**config.mk**
```make
export PLATFORM = sky130hd
export DESIGN_NAME = irq_select
export DESIGN_NICKNAME = d
export VERILOG_FILES = /design/src/rtl/irq_select_pkg.sv /design/src/rtl/irq_level_scan.sv /design/src/rtl/irq_soft_fallback.sv /design/src/rtl/irq_select.sv
export SDC_FILE = /design/constraint.sdc
export NUM_CORES = 1
export LEC_CHECK = 0
export BUFFER_PORTS_ARGS = -buffer_cell sky130_fd_sc_hd__buf_2
export CAP_MARGIN = 20
export CORE_UTILIZATION = 40
export DETAILED_ROUTE_END_ITERATION = 10
export PLACE_DENSITY = 0.88
export SLEW_MARGIN = 10
export SYNTH_ARGS = -nofsm -noshare
export SYNTH_HDL_FRONTEND = slang
export SYNTH_SLANG_ARGS = --single-unit
export TNS_END_PERCENT = 10
```
**constraint.sdc**
```tcl
create_clock -name clk -period 1.9 [get_ports clk]
set_clock_uncertainty 0.15 [all_clocks]
set_input_delay 0.095 -clock clk [delete_from_list [all_inputs] [get_ports clk]]
set_output_delay 0.095 -clock clk [all_outputs]
set_load 0.005 [all_outputs]
```
**src/rtl/irq_select_pkg.sv**
```systemverilog
package irq_select_pkg;

  typedef enum logic [1:0] {
    SRC_NONE  = 2'd0,
    SRC_SOFT  = 2'd1,
    SRC_BUS   = 2'd2,
    SRC_FBACK = 2'd3
  } src_e;

  // a level competes only when strictly above the running priority
  function automatic bit above_prio(int lvl, int prio);
    return lvl > prio;
  endfunction

  // position of the software request bit for a level
  function automatic int soft_bit(int base, int lvl);
    return base + lvl;
  endfunction

endpackage

```
**src/rtl/irq_level_scan.sv**
```systemverilog
module irq_level_scan
  import irq_select_pkg::*;
#(
  parameter int NUM_LEVELS = 8,
  parameter int PIRQ_W     = 16,
  parameter int SOFT_BASE  = 8,
  localparam int PRIO_W    = $clog2(NUM_LEVELS),
  localparam int NREQ      = NUM_LEVELS - 1
) (
  input  logic [PRIO_W-1:0] prio_i,
  input  logic [PIRQ_W-1:0] pirq_i,
  input  logic [NREQ-1:0]   bus_req_i,
  output logic              hit_o,
  output logic              soft_o,
  output logic [PRIO_W-1:0] lvl_o
);

  logic [NUM_LEVELS-1:1] elig;
  logic [NUM_LEVELS-1:1] soft_hit;
  logic [NUM_LEVELS-1:1] any_hit;

  for (genvar g = 1; g < NUM_LEVELS; g++) begin : g_lvl
    assign elig[g]     = above_prio(g, int'(prio_i));
    assign soft_hit[g] = elig[g] & pirq_i[soft_bit(SOFT_BASE, g)];
    assign any_hit[g]  = soft_hit[g] | (elig[g] & bus_req_i[g-1]);
  end

  // ascending walk: the last hit seen is the highest level
  always_comb begin
    hit_o  = 1'b0;
    soft_o = 1'b0;
    lvl_o  = '0;
    for (int l = 1; l < NUM_LEVELS; l++) begin
      if (any_hit[l]) begin
        hit_o  = 1'b1;
        soft_o = soft_hit[l];
        lvl_o  = PRIO_W'(l);
      end
    end
  end

endmodule

```
**src/rtl/irq_soft_fallback.sv**
```systemverilog
module irq_soft_fallback #(
  parameter int NUM_LEVELS = 8,
  parameter int PIRQ_W     = 16,
  localparam int PRIO_W    = $clog2(NUM_LEVELS)
) (
  input  logic [PRIO_W-1:0] prio_i,
  input  logic [PIRQ_W-1:0] pirq_i,
  output logic              hit_o
);

  logic [PRIO_W-1:0] fb_lvl;

  assign fb_lvl = pirq_i[PRIO_W:1];
  assign hit_o  = fb_lvl > prio_i;

endmodule

```
**src/rtl/irq_select.sv**
```systemverilog
module irq_select
  import irq_select_pkg::*;
#(
  parameter int NUM_LEVELS = 8,
  parameter int VEC_W      = 16,
  parameter int PIRQ_W     = 16,
  parameter int SOFT_BASE  = 8,
  parameter int SOFT_VEC   = 'hA0,
  localparam int PRIO_W    = $clog2(NUM_LEVELS),
  localparam int NREQ      = NUM_LEVELS - 1
) (
  input  logic                  clk,
  input  logic                  rst_n,
  input  logic                  trap_pend_i,
  input  logic                  wait_i,
  input  logic [PRIO_W-1:0]     prio_i,
  input  logic [PIRQ_W-1:0]     pirq_i,
  input  logic [NREQ-1:0]       bus_req_i,
  input  logic [NREQ*VEC_W-1:0] bus_vec_i,
  output logic                  take_o,
  output logic [VEC_W-1:0]      vec_o,
  output logic [NREQ-1:0]       ack_o,
  output logic                  wake_o
);

  localparam logic [VEC_W-1:0] SOFT_V = VEC_W'(SOFT_VEC);

  logic              scan_hit;
  logic              scan_soft;
  logic [PRIO_W-1:0] scan_lvl;
  logic              fb_hit;
  src_e              src_n;
  logic [VEC_W-1:0]  bus_vec_sel;
  logic [VEC_W-1:0]  vec_n;
  logic [NREQ-1:0]   ack_n;

  irq_level_scan #(
    .NUM_LEVELS(NUM_LEVELS), .PIRQ_W(PIRQ_W), .SOFT_BASE(SOFT_BASE)
  ) u_scan (
    .prio_i(prio_i), .pirq_i(pirq_i), .bus_req_i(bus_req_i),
    .hit_o(scan_hit), .soft_o(scan_soft), .lvl_o(scan_lvl)
  );

  irq_soft_fallback #(
    .NUM_LEVELS(NUM_LEVELS), .PIRQ_W(PIRQ_W)
  ) u_fb (
    .prio_i(prio_i), .pirq_i(pirq_i), .hit_o(fb_hit)
  );

  // source choice; a take in the previous cycle forces one idle cycle
  always_comb begin
    if (trap_pend_i || take_o)  src_n = SRC_NONE;
    else if (scan_hit)          src_n = scan_soft ? SRC_SOFT : SRC_BUS;
    else if (fb_hit)            src_n = SRC_FBACK;
    else                        src_n = SRC_NONE;
  end

  always_comb begin
    bus_vec_sel = '0;
    ack_n       = '0;
    for (int l = 1; l < NUM_LEVELS; l++) begin
      if (scan_lvl == PRIO_W'(l)) begin
        bus_vec_sel  = bus_vec_i[(l-1)*VEC_W +: VEC_W];
        ack_n[l-1]   = (src_n == SRC_BUS);
      end
    end
  end

  always_comb begin
    unique case (src_n)
      SRC_BUS:   vec_n = bus_vec_sel;
      SRC_SOFT,
      SRC_FBACK: vec_n = SOFT_V;
      default:   vec_n = '0;
    endcase
  end

  always_ff @(posedge clk or negedge rst_n) begin
    if (!rst_n) begin
      take_o <= 1'b0;
      vec_o  <= '0;
      ack_o  <= '0;
      wake_o <= 1'b0;
    end else begin
      take_o <= (src_n != SRC_NONE);
      vec_o  <= vec_n;
      ack_o  <= ack_n;
      wake_o <= (src_n == SRC_BUS) && wait_i;
    end
  end

endmodule

```
==> metrics.txt <==
DIE AREA 5430 um2; asr flop ratio synth 100%; CTS root buffer clkbuf_8; clk_lat worst skew around 270 ps; Port-buffer cells 160; Layout Cells excl Fill 548; Crit-path slowest cell or3_4; RSZ-0062 raised after global routing yes; layout cells sized above 1 between 40% and 50%; Synth Area per Inst ~7.6 um2; clk sinks 25; synth top area cells dfrtp_1 30%, nor2_1 6.4%, a21oi_1 6.1%, o41ai_2 5.5%, a211oi_1 5.5%; hpwl dp around 6.7 mm; measured slew at the worst slew-check pin between 500 and 600 ps; drt total wl ~9.2 mm; nets@finish ~630; Synth Area in Compound Gates 37.1%; Post-synth top cells 35 x nor2_1, 25 x a21oi_1, 25 x dfrtp_1; Critical Path Stages 8; CTS Buffer Depth 2; Synth area leader dfrtp_1; post-synthesis mux area share 0%; register bit total from synthesis 25; Slowest Stage Delay on Critical Path 420 ps; Post-Synthesis Cells 271; routed via count 3147; Final setup violation count 0; Top FF cell, synth dfrtp_1; Worst Slack Setup Final ~23 ps; Post-Synth Adder-Cell Area about 1.8%; CTS tree built; placeable core area a little under 5000 um2; largest family of logic cells by synthesized area compound AO/OA/AOI/OAI gates; 1st-iter DRT viols 191; Final Util 73.0%; Cell Area, Synth 2050 um2; Slew Viols, Final 0; max_cap viols 0; DR pass1 iterations 5; ANT nets after route 0; Residual DRC 0; worst vdd ir between 300 and 400 uV; number of enable flip-flop cells after synthesis 0; dpl cells 518; fin crit share between 90% and 100%; Die Ht about 74 um; Multi-input gate area about 1300 um2; worst path bufs/invs 2; Inserted Clock Buffers 3; area delta synth->final 71.1%; sequential element share of the synthesized area 30.5%; Reg area 626 um2; GRT Util Overall 33.6%; Worst Path Arrival 1900 ps; vias in the first global route 3059; count leader, synth nor2_1; outcome complete, no violations; Initial Util between 40 and 50%; Final Hold Fails 0; first-pass GRT wire length 13.8 mm; Hold Crit Depth 3; Startpoint Class input port; min-delay worst type in -> reg; kind of end point of the critical path register; syn_nets 416; largest net degree at the start of global routing 26; Area after DPL 3190 um2; Top delay family on crit path compound AO/OA/AOI/OAI gates; Ports between 150 and 200; share of the synthesized area in the top cell type 30.5%; WS Path Type in -> reg; vias per cell between 5 and 6; pwr dens 434 nW/um2; R2R depth 6; initial antenna violation count 0; pre-CTS WS -237 ps; Wirelength per Cell about 17 um; xor-xnor portion of the synthesized cell area 0%; Ys Warns 0; critical path, cell by cell buf_2 -> o21a_1 -> o21ai_2 -> or3_4 -> buf_12 -> o41ai_2 -> o211ai_1 -> a31oi_1; Clk pin slew, worst setup/hold paths roughly 90 ps; CP max FO 15; crit path time final 1880 ps; worst hold slack 22.3 ps; simple-gate share of the synthesized area 24.5%; H-tree levels 1; final instance area 3510 um2; relative slew slack between 60 and 70%; Die X 73.7 um; GRT overflow 0; Placer Congestion 0.879; row count 25; Pleak ~1.8 nW; fmax 533 MHz; CP Data Required Time 1920 ps; Synth cell types around 40; Fillers 403
[sequential cells by signal, summed over array words and instances (netlist names)]
signal,flops
wake_o,1
ack_o,7
vec_o,16
take_o,1
[report_power, final]
group	switching (mW)	leakage, nW	internal, mW	total [mW]
clock	0.180	0.0217	0.149	0.328
combinational	0.326	1.40	0.312	0.638
sequential	0.00654	0.342	0.551	0.557
[timing repair]
| item | CTS | global route |
|---|---|---|
| hold buffers | 25 | 0 |
| setup buffers | 0 | 0 |
| hold endpoints to repair | 43 | 0 |
| gates resized for setup | 0 | 4 |
| setup endpoints to repair | 0 | 6 |
[worst min-delay path, cell delays in order]
cell and delay [ps]:
buf_2 100, o21ai_0 150, a211oi_1 70
[layout by cell type (no fill, tap or decap), drive strengths merged, types with 11 or more instances in the layout]
master and n:
nand2 22, nor3 20, dfrtp 25, nand3 11
dlygate4sd3 25, a21oi 25, nor2 35, o21ai 21
a211oi 15, buf 201
[logic make-up (layout without fill, tap and decap cells)]
family                     Yosys count  in the layout
adders and majority gates            3              3
other                                0              1
and+or+nand+nor                    108            108
AOI/OAI and AO/OA                  108            108
buffers and inverters               27            236
DFF                                 25             25
[path summary, 6_finish.rpt]
| kind | slack (ps) | endpoint | from |
|---|---|---|---|
| max | 20 | vec_o[11]$_DFF_PN0_ | prio_i[2] |
| min | 20 | vec_o[12]$_DFF_PN0_ | bus_vec_i[76] |
| max reg2reg | 190 | vec_o[14]$_DFF_PN0_ | take_o$_DFF_PN0_ |
| min reg2reg | 430 | take_o$_DFF_PN0_ | take_o$_DFF_PN0_ |
| max in group asynchronous | 1010 | vec_o[10]$_DFF_PN0_ | rst_n |
| min in group asynchronous | 210 | vec_o[14]$_DFF_PN0_ | rst_n |
[routing by layer]
metal	vias up	share of wire, %	global-route usage, %
met5	-	0	0
met1	1439	38	39.4
met2	226	49	59.7
met4	0	4.9	16.9
met3	47	8.4	4.25
li1	1435	-	-
[final cells by class]
class,count,share of cell area [%]
Clock buffer,3,1.17
Inverter,6,0.641
Antenna cell,1,0.0712
Multi-Input combinational cell,219,38.3
Clock inverter,1,0.214
Timing Repair Buffer,226,39.4
Tap cell,67,2.39
Sequential cell,25,17.8
[metrics by stage]
step / TNS [ps] / total power, mW
final: 0 / 1.52
after global placement: -1160 / 1.13
after global routing: -39.4 / 1.60
after detailed placement: -2630 / 1.14
after CTS: 0 / 1.51
after floorplan: -470 / 0.826
No activity file was read; power rests on OpenSTA's default activity.
